==> config.mk <==
export PLATFORM = sky130hd
export DESIGN_NAME = deadman_timer
export DESIGN_NICKNAME = d
export VERILOG_FILES = /design/src/rtl/dmt_pkg.sv /design/src/rtl/dmt_bus_decode.sv /design/src/rtl/dmt_counter.sv /design/src/rtl/dmt_fsm.sv /design/src/rtl/deadman_timer.sv
export SDC_FILE = /design/constraint.sdc
export NUM_CORES = 1
export LEC_CHECK = 0
export BUFFER_PORTS_ARGS = -buffer_cell sky130_fd_sc_hd__buf_4
export CAP_MARGIN = 20
export CORE_ASPECT_RATIO = 0.6
export CORE_MARGIN = 5
export CORE_UTILIZATION = 50
export DETAILED_ROUTE_END_ITERATION = 8
export PLACE_DENSITY = 0.8
export SLEW_MARGIN = 30
export SYNTH_ARGS = -nofsm -noshare
export SYNTH_HDL_FRONTEND = slang
export SYNTH_SLANG_ARGS = --single-unit
==> constraint.sdc <==
create_clock -name clk_i -period 7.8 [get_ports clk_i]
set_clock_uncertainty 0.15 [all_clocks]
set_input_delay 0.78 -clock clk_i [delete_from_list [all_inputs] [get_ports clk_i]]
set_output_delay 0.78 -clock clk_i [all_outputs]
set_load 0.01 [all_outputs]
==> src/rtl/dmt_pkg.sv <==
package dmt_pkg;

    localparam int DATA_W = 32;
    localparam int ADDR_W = 8;

    localparam logic [ADDR_W-1:0] OFS_CTL  = 8'h00;
    localparam logic [ADDR_W-1:0] OFS_ARM  = 8'h10;
    localparam logic [ADDR_W-1:0] OFS_KICK = 8'h20;
    localparam logic [ADDR_W-1:0] OFS_STAT = 8'h30;
    localparam logic [ADDR_W-1:0] OFS_CNT  = 8'h40;
    localparam logic [ADDR_W-1:0] OFS_PER  = 8'h60;
    localparam logic [ADDR_W-1:0] OFS_WIN  = 8'h70;

    localparam int EN_BIT    = 15;
    localparam int ST_WIN    = 0;
    localparam int ST_EVT    = 5;
    localparam int ST_BADKCK = 6;
    localparam int ST_BADARM = 7;
    localparam int CAUSE_BIT = 5;

    localparam logic [7:0] ARM_KEY  = 8'h40;
    localparam logic [7:0] KICK_KEY = 8'h08;

    typedef enum logic [1:0] {
        S_OFF     = 2'd0,
        S_RUN     = 2'd1,
        S_PRIMED  = 2'd2,
        S_TRIPPED = 2'd3
    } dmt_state_e;

endpackage

==> src/rtl/dmt_bus_decode.sv <==
module dmt_bus_decode
    import dmt_pkg::*;
(
    input  logic              clk_i,
    input  logic              rst_ni,
    input  logic              we_i,
    input  logic              re_i,
    input  logic [ADDR_W-1:0] addr_i,
    input  logic              en_data_i,
    input  logic              active_i,
    output logic              ctl_wr_o,
    output logic              arm_wr_o,
    output logic              kick_wr_o,
    output logic              per_wr_o,
    output logic              win_wr_o,
    output logic              rd_ok_o,
    output logic              lock_o
);

    logic lock_q;
    logic access_ok;

    assign access_ok = !lock_q;

    // A disable write from an active state blocks the following cycle.
    always_ff @(posedge clk_i or negedge rst_ni) begin
        if (!rst_ni) begin
            lock_q <= 1'b0;
        end else begin
            lock_q <= access_ok && we_i && (addr_i == OFS_CTL) && !en_data_i && active_i;
        end
    end

    always_comb begin
        ctl_wr_o  = access_ok && we_i && (addr_i == OFS_CTL);
        arm_wr_o  = access_ok && we_i && (addr_i == OFS_ARM)  && active_i;
        kick_wr_o = access_ok && we_i && (addr_i == OFS_KICK) && active_i;
        per_wr_o  = access_ok && we_i && (addr_i == OFS_PER)  && !active_i;
        win_wr_o  = access_ok && we_i && (addr_i == OFS_WIN)  && !active_i;
        rd_ok_o   = access_ok && re_i;
    end

    assign lock_o = lock_q;

endmodule

==> src/rtl/dmt_counter.sv <==
module dmt_counter
    import dmt_pkg::*;
#(
    parameter int CNT_W      = 32,
    parameter int DEF_PERIOD = 1000,
    parameter int DEF_WINDOW = 250
) (
    input  logic             clk_i,
    input  logic             rst_ni,
    input  logic             run_i,
    input  logic             zero_i,
    input  logic             per_wr_i,
    input  logic             win_wr_i,
    input  logic [CNT_W-1:0] wdata_i,
    output logic [CNT_W-1:0] cnt_o,
    output logic [CNT_W-1:0] per_o,
    output logic [CNT_W-1:0] win_o,
    output logic             win_open_o,
    output logic             expire_o
);

    logic [CNT_W-1:0] cnt_q;
    logic [CNT_W-1:0] per_q;
    logic [CNT_W-1:0] win_q;
    logic [CNT_W-1:0] open_at;
    logic [CNT_W:0]   cnt_next_wide;

    always_ff @(posedge clk_i or negedge rst_ni) begin
        if (!rst_ni) begin
            per_q <= CNT_W'(DEF_PERIOD);
            win_q <= CNT_W'(DEF_WINDOW);
        end else begin
            if (per_wr_i) per_q <= wdata_i;
            if (win_wr_i) win_q <= wdata_i;
        end
    end

    assign cnt_next_wide = {1'b0, cnt_q} + {{CNT_W{1'b0}}, 1'b1};
    assign expire_o      = run_i && (cnt_next_wide >= {1'b0, per_q});
    assign open_at       = (win_q >= per_q) ? '0 : (per_q - win_q);
    assign win_open_o    = run_i && (cnt_q >= open_at);

    always_ff @(posedge clk_i or negedge rst_ni) begin
        if (!rst_ni) begin
            cnt_q <= '0;
        end else if (zero_i) begin
            cnt_q <= '0;
        end else if (run_i && !expire_o) begin
            cnt_q <= cnt_next_wide[CNT_W-1:0];
        end
    end

    assign cnt_o = cnt_q;
    assign per_o = per_q;
    assign win_o = win_q;

endmodule

==> src/rtl/dmt_fsm.sv <==
module dmt_fsm
    import dmt_pkg::*;
(
    input  logic       clk_i,
    input  logic       rst_ni,
    input  logic       ctl_wr_i,
    input  logic       en_data_i,
    input  logic       arm_wr_i,
    input  logic       arm_ok_i,
    input  logic       kick_wr_i,
    input  logic       kick_ok_i,
    input  logic       win_open_i,
    input  logic       expire_i,
    input  logic       cause_clr_i,
    output dmt_state_e state_o,
    output logic       zero_o,
    output logic       bad_arm_o,
    output logic       bad_kick_o,
    output logic       evt_flag_o,
    output logic       rst_req_o,
    output logic       cause_o
);

    dmt_state_e state_q, state_d;
    logic trip, set_arm, set_kick, wipe;
    logic bad_arm_q, bad_kick_q, evt_q, req_q, cause_q;

    // Next state and transition strobes.
    always_comb begin
        state_d  = state_q;
        zero_o   = 1'b0;
        trip     = 1'b0;
        set_arm  = 1'b0;
        set_kick = 1'b0;
        wipe     = 1'b0;
        unique case (state_q)
            S_OFF: begin
                if (ctl_wr_i && en_data_i) begin          // T_ENABLE
                    state_d = S_RUN;
                    zero_o  = 1'b1;
                end
            end
            S_RUN, S_PRIMED: begin
                if (ctl_wr_i && !en_data_i) begin         // T_DISABLE
                    state_d = S_OFF;
                    zero_o  = 1'b1;
                    wipe    = 1'b1;
                end else if (arm_wr_i) begin
                    if (arm_ok_i) begin                   // T_PRIME
                        state_d = S_PRIMED;
                    end else begin                        // T_BADPRE
                        state_d = S_TRIPPED;
                        trip    = 1'b1;
                        set_arm = 1'b1;
                    end
                end else if (kick_wr_i) begin
                    if (state_q == S_PRIMED && kick_ok_i && win_open_i) begin
                        state_d = S_RUN;                  // T_CLEAR
                        zero_o  = 1'b1;
                    end else begin                        // T_BADCLR
                        state_d  = S_TRIPPED;
                        trip     = 1'b1;
                        set_kick = 1'b1;
                    end
                end else if (expire_i) begin              // T_EXPIRE
                    state_d = S_TRIPPED;
                    trip    = 1'b1;
                end
            end
            S_TRIPPED: begin
                if (ctl_wr_i && !en_data_i) begin         // T_DISABLE
                    state_d = S_OFF;
                    zero_o  = 1'b1;
                    wipe    = 1'b1;
                end
            end
            default: state_d = S_OFF;
        endcase
    end

    // State register.
    always_ff @(posedge clk_i or negedge rst_ni) begin
        if (!rst_ni) state_q <= S_OFF;
        else         state_q <= state_d;
    end

    // Registered outputs and flags.
    always_ff @(posedge clk_i or negedge rst_ni) begin
        if (!rst_ni) begin
            bad_arm_q  <= 1'b0;
            bad_kick_q <= 1'b0;
            evt_q      <= 1'b0;
            req_q      <= 1'b0;
            cause_q    <= 1'b0;
        end else begin
            req_q <= trip;
            if (wipe) begin
                bad_arm_q  <= 1'b0;
                bad_kick_q <= 1'b0;
                evt_q      <= 1'b0;
            end else begin
                if (set_arm)  bad_arm_q  <= 1'b1;
                if (set_kick) bad_kick_q <= 1'b1;
                if (trip)     evt_q      <= 1'b1;
            end
            if (trip)             cause_q <= 1'b1;
            else if (cause_clr_i) cause_q <= 1'b0;
        end
    end

    assign state_o    = state_q;
    assign bad_arm_o  = bad_arm_q;
    assign bad_kick_o = bad_kick_q;
    assign evt_flag_o = evt_q;
    assign rst_req_o  = req_q;
    assign cause_o    = cause_q;

endmodule

==> src/rtl/deadman_timer.sv <==
module deadman_timer
    import dmt_pkg::*;
#(
    parameter int CNT_W      = 32,
    parameter int DEF_PERIOD = 1000,
    parameter int DEF_WINDOW = 250
) (
    input  logic              clk_i,
    input  logic              rst_ni,
    input  logic              bus_we_i,
    input  logic              bus_re_i,
    input  logic [7:0]        bus_addr_i,
    input  logic [31:0]       bus_wdata_i,
    output logic [31:0]       bus_rdata_o,
    input  logic              cause_we_i,
    input  logic [7:0]        cause_wdata_i,
    output logic              dm_event_o,
    output logic              rst_req_o,
    output logic              cause_o
);

    dmt_state_e       state_q;
    logic             active, run;
    logic             ctl_wr, arm_wr, kick_wr, per_wr, win_wr, rd_ok, lock_q;
    logic             zero, win_open, expire;
    logic             bad_arm, bad_kick, evt_flag;
    logic [CNT_W-1:0] cnt_q, per_q, win_q;
    logic [DATA_W-1:0] stat_word;
    logic             unused_cause;

    assign active       = (state_q != S_OFF);
    assign run          = (state_q == S_RUN) || (state_q == S_PRIMED);
    assign unused_cause = ^{cause_wdata_i[7:6], cause_wdata_i[4:0]};

    dmt_bus_decode u_dec (
        .clk_i     (clk_i),
        .rst_ni    (rst_ni),
        .we_i      (bus_we_i),
        .re_i      (bus_re_i),
        .addr_i    (bus_addr_i),
        .en_data_i (bus_wdata_i[EN_BIT]),
        .active_i  (active),
        .ctl_wr_o  (ctl_wr),
        .arm_wr_o  (arm_wr),
        .kick_wr_o (kick_wr),
        .per_wr_o  (per_wr),
        .win_wr_o  (win_wr),
        .rd_ok_o   (rd_ok),
        .lock_o    (lock_q)
    );

    dmt_counter #(
        .CNT_W      (CNT_W),
        .DEF_PERIOD (DEF_PERIOD),
        .DEF_WINDOW (DEF_WINDOW)
    ) u_cnt (
        .clk_i      (clk_i),
        .rst_ni     (rst_ni),
        .run_i      (run),
        .zero_i     (zero),
        .per_wr_i   (per_wr),
        .win_wr_i   (win_wr),
        .wdata_i    (bus_wdata_i[CNT_W-1:0]),
        .cnt_o      (cnt_q),
        .per_o      (per_q),
        .win_o      (win_q),
        .win_open_o (win_open),
        .expire_o   (expire)
    );

    dmt_fsm u_fsm (
        .clk_i       (clk_i),
        .rst_ni      (rst_ni),
        .ctl_wr_i    (ctl_wr),
        .en_data_i   (bus_wdata_i[EN_BIT]),
        .arm_wr_i    (arm_wr),
        .arm_ok_i    (bus_wdata_i[15:8] == ARM_KEY),
        .kick_wr_i   (kick_wr),
        .kick_ok_i   (bus_wdata_i[7:0] == KICK_KEY),
        .win_open_i  (win_open),
        .expire_i    (expire),
        .cause_clr_i (cause_we_i && cause_wdata_i[CAUSE_BIT]),
        .state_o     (state_q),
        .zero_o      (zero),
        .bad_arm_o   (bad_arm),
        .bad_kick_o  (bad_kick),
        .evt_flag_o  (evt_flag),
        .rst_req_o   (rst_req_o),
        .cause_o     (cause_o)
    );

    always_comb begin
        stat_word            = '0;
        stat_word[ST_WIN]    = win_open;
        stat_word[ST_EVT]    = evt_flag;
        stat_word[ST_BADKCK] = bad_kick;
        stat_word[ST_BADARM] = bad_arm;
    end

    always_comb begin
        bus_rdata_o = '0;
        if (rd_ok) begin
            case (bus_addr_i)
                OFS_CTL:  bus_rdata_o[EN_BIT] = active;
                OFS_STAT: bus_rdata_o = stat_word;
                OFS_CNT:  bus_rdata_o = DATA_W'(cnt_q);
                OFS_PER:  bus_rdata_o = DATA_W'(per_q);
                OFS_WIN:  bus_rdata_o = DATA_W'(win_q);
                default:  bus_rdata_o = '0;
            endcase
        end
    end

    assign dm_event_o = (state_q == S_TRIPPED);

endmodule

* Yosys cells after proc, flatten, opt, wreduce, memory -nomap -nowiden
Index checks and enable logic that the tools add are counted.
** Word-level totals
- Input bits :: 53
- Bits in registers :: 104
- Logic and storage cells :: 111
** Operators by class
- Equal/unequal tests :: 14
- Muxes and demuxes :: 46
- Reductions and logical operators :: 36
- Add/sub/neg operators :: 2
- $lt $le $gt $ge :: 3
** Operators by type and width (count)
- $mux W32 :: 4
- $ge A32 B32 Y1 :: 2
- $pmux W15 S4 :: 1
- $pmux W16 S3 :: 1
- $add A32 B1 Y33 const B :: 1
- $ge A33 B32 Y1 :: 1
- $eq A8 B7 Y1 const B :: 4
- $sub A32 B32 Y32 :: 1
- $mux W1 :: 30
- $logic_and A1 B1 Y1 :: 20
- $eq A8 B6 Y1 const B :: 2
- $mux W2 :: 7
- $reduce_bool A2 Y1 :: 6
- $eq A8 B4 Y1 const B :: 1
- $eq A8 B5 Y1 const B :: 1
- $logic_not A8 Y1 :: 1
- $pmux W2 S3 :: 1
- $ne A5 B5 Y1 const B :: 1
- $eq A2 B2 Y1 const B :: 2
- $logic_not A1 Y1 :: 4
- $ne A2 B1 Y1 const B :: 2
- $pmux W1 S4 :: 1
- $pmux W1 S3 :: 1
- $reduce_and A3 Y1 :: 1
- other kinds (5) :: 5

* Depth between registers and ports, before layout
- Word-level depth :: 12
- Mapped depth :: 25

* By module
From an unflattened synthesis, not the netlist that was laid out.
** Unflattened totals
- Cell total of the unflattened synthesis :: 1125
- Area total of the unflattened synthesis :: 9306.4 um2
** Modules (own cells, without submodules)
- dmt_counter :: cells an instance 932, area an instance 7726.2 um2, times used 1
- deadman_timer :: cells an instance 135, area an instance 1024.7 um2, times used 1
- dmt_fsm :: cells an instance 39, area an instance 426.7 um2, times used 1
- dmt_bus_decode :: cells an instance 19, area an instance 128.9 um2, times used 1

* Worst setup path before layout
No wires, ideal clock.
- Kind :: register to output
- Start :: register u_cnt.per_q[0], in the netlist u_cnt.per_o[0]
- End :: output port bus_rdata_o[0]
- Cell stages (with the launch flop) :: 24
- Data required time :: 6.870 ns
- Data arrival time :: 4.541 ns
- Setup slack :: 2.329 ns
- Path through :: dfrtp_1 -> inv_1 -> ha_1 -> inv_1 -> fa_1 -> a211oi_1 -> o21ai_0 -> a221oi_1 -> o21ba_2 -> o21ai_0 -> a2111oi_2 -> and2_1 -> nor2_1 -> clkbuf_1 -> nand3_1 -> ha_1 -> a2111oi_0 -> nand2_1 -> a31oi_1 -> o22ai_1 -> a21o_1 -> a21oi_1 -> o22a_1 -> nor2_1
** Between the ends
- Cells in the longest elaborated chain, start to end :: 6
- Elaborated cells between the ends (all ways) :: 7
- Those cells by class :: 1 x add/sub; 2 x order compare; 3 x mux; 1 x reduce/logical
** Ends and longest elaborated chain
- from (decl) :: RTL line dmt_counter.sv:23 : logic [CNT_W-1:0] per_q;
- from (signal assigned) :: RTL line dmt_counter.sv:30 : per_q <= CNT_W'(DEF_PERIOD);
- from (signal assigned) :: RTL line dmt_counter.sv:33 : if (per_wr_i) per_q <= wdata_i;
- $sub A32 B32 Y32 / $ge A32 B32 Y1 (equally long branches) :: RTL line dmt_counter.sv:40 : assign open_at = (win_q >= per_q) ? '0 : (per_q - win_q);
- $mux W32 :: RTL line dmt_counter.sv:40
- $ge A32 B32 Y1 :: RTL line dmt_counter.sv:41 : assign win_open_o = run_i && (cnt_q >= open_at);
- $logic_and A1 B1 Y1 :: RTL line dmt_counter.sv:41
- $pmux W15 S4 * :: RTL line deadman_timer.sv:103 : case (bus_addr_i)
- $mux W32 * :: RTL line deadman_timer.sv:102 : if (rd_ok) begin
- to (decl) :: RTL line deadman_timer.sv:14 : output logic [31:0] bus_rdata_o,
Mark *: on every way between the ends. The rest lies on a longest branch, timed or not.

* Worst setup path in the final report
Ends and elaborated chain as after synthesis.

==> reports/qor.yml <==
clock_network:
  ctsHoldBuffers: 0
  cts-root-buf: "clkbuf_16"
  h-tree-depth: 3
  cts_tree: "yes"
  clock_latency_ns: 0.37
  cts_resized: 0
  path_clk_slew_ns: 0.07
  cts_buffers: 9
  post_cts_buffers: 0
  clock_sinks: 104
  cts_buffer_depth: 2
yosys:
  syn_avg_cell_area_um2: 8.182
  synthArstFlopShare: 1.000
  yosysSeqAreaShare: 0.2864
  syn-cell-area_mm2: 0.009139
  synth_cell_types: 74
  ys.flop_type: "dfrtp_1"
  yosysTopAreaCell: "dfrtp_1"
  syn_nets: 1271
  yosys_register_bits: 104
  synth_edf_count: 0
  synth_top_area_frac: 0.2519
  ys_warn_count: 0
  yosys-top-cells-area: "dfrtp_1 (25%), ha_1 (14%), nand2_1 (5.6%)"
  syn_inst: 1117
grt:
  grt_max_degree: 72
  grt_use_met2: 0.3363
  grt_use_total: 0.2484
  grt_overflow: 0
  antenna_found_initial: 0
  grt_pass1_wl_mm: 42.13
  grt_util_met3: 0.04921
  grt_pass1_vias: 7855
  use_met1: 0.4034
  grt.busiest_layer: "met1"
pwr:
  power.switching_uw: 949.2
  vdd_drop_max_v: 0.0001269
  combPwrFrac: 0.436
  p_leak_uw: 0.004628
  internal_power_uw: 1337
  pwr-share-seq: 0.353
  finalPower_uw: 2286
  powerDensity_mw_per_mm2: 225.1
  clockPowerShare: 0.211
  switching_share: 0.4153
drt:
  drt_wl_total_mm: 25.83
  dr.pass1.iters: 5
  drt-initial-drc-count: 846
  vias: 8336
  drc: 0
  antenna_left: 0
  vias_per_cell: 5.950
  wl_per_cell_um: 18.44
die:
  io_pins: 88
  core-area_mm2: 0.01802
  dieWidth_um: 184.5
  floorplan.initialDensity: 0.5072
  dieArea_mm2: 0.02117
  rows: 38
  die_h_um: 114.7
sta:
  fin_crit_sh: 0.9245
  tightest_slew_ns: 0.8558
  slew_viol_final: 0
  period_needed_ns: 7.211
  finalHoldViolations: 0
  rsz0062_at_grt: "no"
  max_freq_mhz: 138.7
  setup_viol: 0
  fin_tns_setup_ns: 0
  max_slew_margin: 0.4291
worst_setup_path:
  path_cells: "inv_1 -> ha_1 -> inv_1 -> fa_1 -> a211oi_1 -> o21ai_0 -> a221oi_1 -> o21ba_2 -> o21ai_0 -> a2111oi_2 -> and2_1 -> nor2_2 -> buf_4 -> nand2_1 -> ha_1 -> and3_1 -> a221o_1 -> a21oi_1 -> o22ai_1 -> a21o_1 -> a21oi_1 -> o22a_1 -> nor2_1 -> buf_4"
  cp_max_fo: 18
  cp-start-kind: "register"
  arrival_ns: 6.28
  critPathSlowestCell: "a2111oi_2"
  crit_type: "reg -> out"
  crit_buf_inv: 4
  crit_path_end_kind: "output port"
  critical_path.top_delay_family: "compound AO/OA/AOI/OAI gates"
  worstPathRequired_ns: 6.87
  cp_slowest_stage_delay_ns: 0.57
cells_and_area:
  fin_nets: 1310
  area_growth_pct: 11.13
  diodes: 0
  n_fill_cell: 1675
  drive_gt1_frac: 0.1413
outcome:
  outcome: "complete, no violations"
job:
  maxCapViolCount: 0
place:
  place.gp.congestion: 0.9110
  numPortBuffers: 80
  place.detailed.hpwl_mm: 19.53
min_path:
  hold_path.class: "in -> async"
per-stage QoR:
step                worst slack [ns]  instance area [µm²]    util  hold slack, ns  instances
floorplan                      2.329                 9139       -          0.2988       1117
global placement               1.143                 9851  0.5467          0.3156       1385
detailed placement             1.118                 9852  0.5467          0.3234       1385
CTS                           0.7137                10150  0.5634          0.3406       1401
global route                 0.08967                10160  0.5636          0.3191       1401
finish                        0.5888                10160  0.5636          0.2669       1401
metal layers:
layer,vias to the layer above,part of all wire
met5,-,0
met4,0,0.012
li1,3978,-
met1,3940,0.50
met3,36,0.089
met2,382,0.40
final timing paths:
| path | start | end | slack [ns] | cells past startpoint |
|---|---|---|---|---|
| max in group asynchronous | rst_ni | u_cnt.win_o[31]$_DFFE_PN0P_ | 6.30 | 2 |
| min in group clk_i | u_fsm.evt_flag_o$_DFFE_PN0P_ | u_fsm.evt_flag_o$_DFFE_PN0P_ | 0.34 | 1 |
| min | rst_ni | u_cnt.win_o[18]$_DFFE_PN0P_ | 0.27 | 1 |
| max reg2reg | u_cnt.per_o[0]$_DFFE_PN0P_ | u_cnt.cnt_o[11]$_DFFE_PN0P_ | 1.00 | 25 |
| min reg2reg | u_fsm.evt_flag_o$_DFFE_PN0P_ | u_fsm.evt_flag_o$_DFFE_PN0P_ | 0.34 | 1 |
| max | u_cnt.per_o[0]$_DFFE_PN0P_ | bus_rdata_o[0] | 0.59 | 24 |
power by group through the flow:
| stage | registers [µW] | clock network (µW) | logic [µW] |
|---|---|---|---|
| final | 807 | 482 | 997 |
| after global routing | 822 | 514 | 1110 |
| after CTS | 799 | 490 | 980 |
| after detailed placement | 808 | 0 | 972 |
| after global placement | 803 | 0 | 934 |
| after floorplan | 723 | 0 | 791 |
kinds of logic after synthesis:
kind of cell / share of synthesized area
DFF: 0.2864
AOI/OAI and AO/OA: 0.1925
adders and majority gates: 0.1391
buffers and inverters: 0.06243
xor gates and xnor gates: 0.08242
muxes: 0.04299
and+or+nand+nor: 0.1941
worst register-to-register path, stage by stage (launching register included):
cell	delay [ns]
dfrtp_1	0.41
inv_1	0.09
ha_1	0.18
inv_1	0.06
fa_1	0.42
a211oi_1	0.38
o21ai_0	0.29
a221oi_1	0.46
o21ba_2	0.24
o21ai_0	0.12
a2111oi_2	0.57
and2_1	0.25
nor2_2	0.16
buf_4	0.28
nand2_1	0.08
ha_1	0.24
and3_1	0.22
a221o_1	0.32
a21oi_1	0.18
o22ai_1	0.12
a21o_1	0.18
a21oi_1	0.28
nor3_1	0.15
o21bai_2	0.42
buf_4	0.33
nor2_1	0.13
registers in the layout, indices dropped and copies added, names as in the netlist:
name	flops
u_cnt.win_o	32
u_fsm.cause_o	1
u_fsm.state_o	2
u_fsm.bad_arm_o	1
u_cnt.per_o	32
u_fsm.evt_flag_o	1
u_fsm.rst_req_o	1
u_fsm.bad_kick_o	1
u_dec.lock_o	1
u_cnt.cnt_o	32
cell usage in the layout (no fill, tap or decap), drive strengths merged, types with 34 or more instances in the layout:
master  count
nor2       99
mux2       34
a21oi      41
inv        83
dfrtp      92
buf        87
o21ai      94
nand2     138
xor2       49
xnor2      37
a21o       41
ha        100
synth_stat cells, drive strengths merged (12+ instances only):
| master | instances |
|---|---|
| dfstp | 12 |
| nor2 | 99 |
| o21ai | 94 |
| mux2 | 34 |
| a21oi | 41 |
| buf | 12 |
| a21o | 41 |
| xnor2 | 37 |
| nor3 | 12 |
| nand2 | 138 |
| nand3 | 33 |
| a22oi | 32 |
| dfrtp | 92 |
| ha | 100 |
| xor2 | 49 |
| nand4 | 25 |
| clkbuf | 47 |
| and3 | 18 |
| inv | 83 |
area by class of cell:
class,instances,area (µm²),share of cell area
Clock buffer,13,260.3,0.02563
Clock inverter,3,40.04,0.003942
Inverter,83,311.5,0.03068
Multi-Input combinational cell,871,5969,0.5878
Sequential cell,104,2618,0.2577
Tap cell,240,300.3,0.02957
Timing Repair Buffer,87,656.9,0.06468
(Power assumes the default switching activity.)
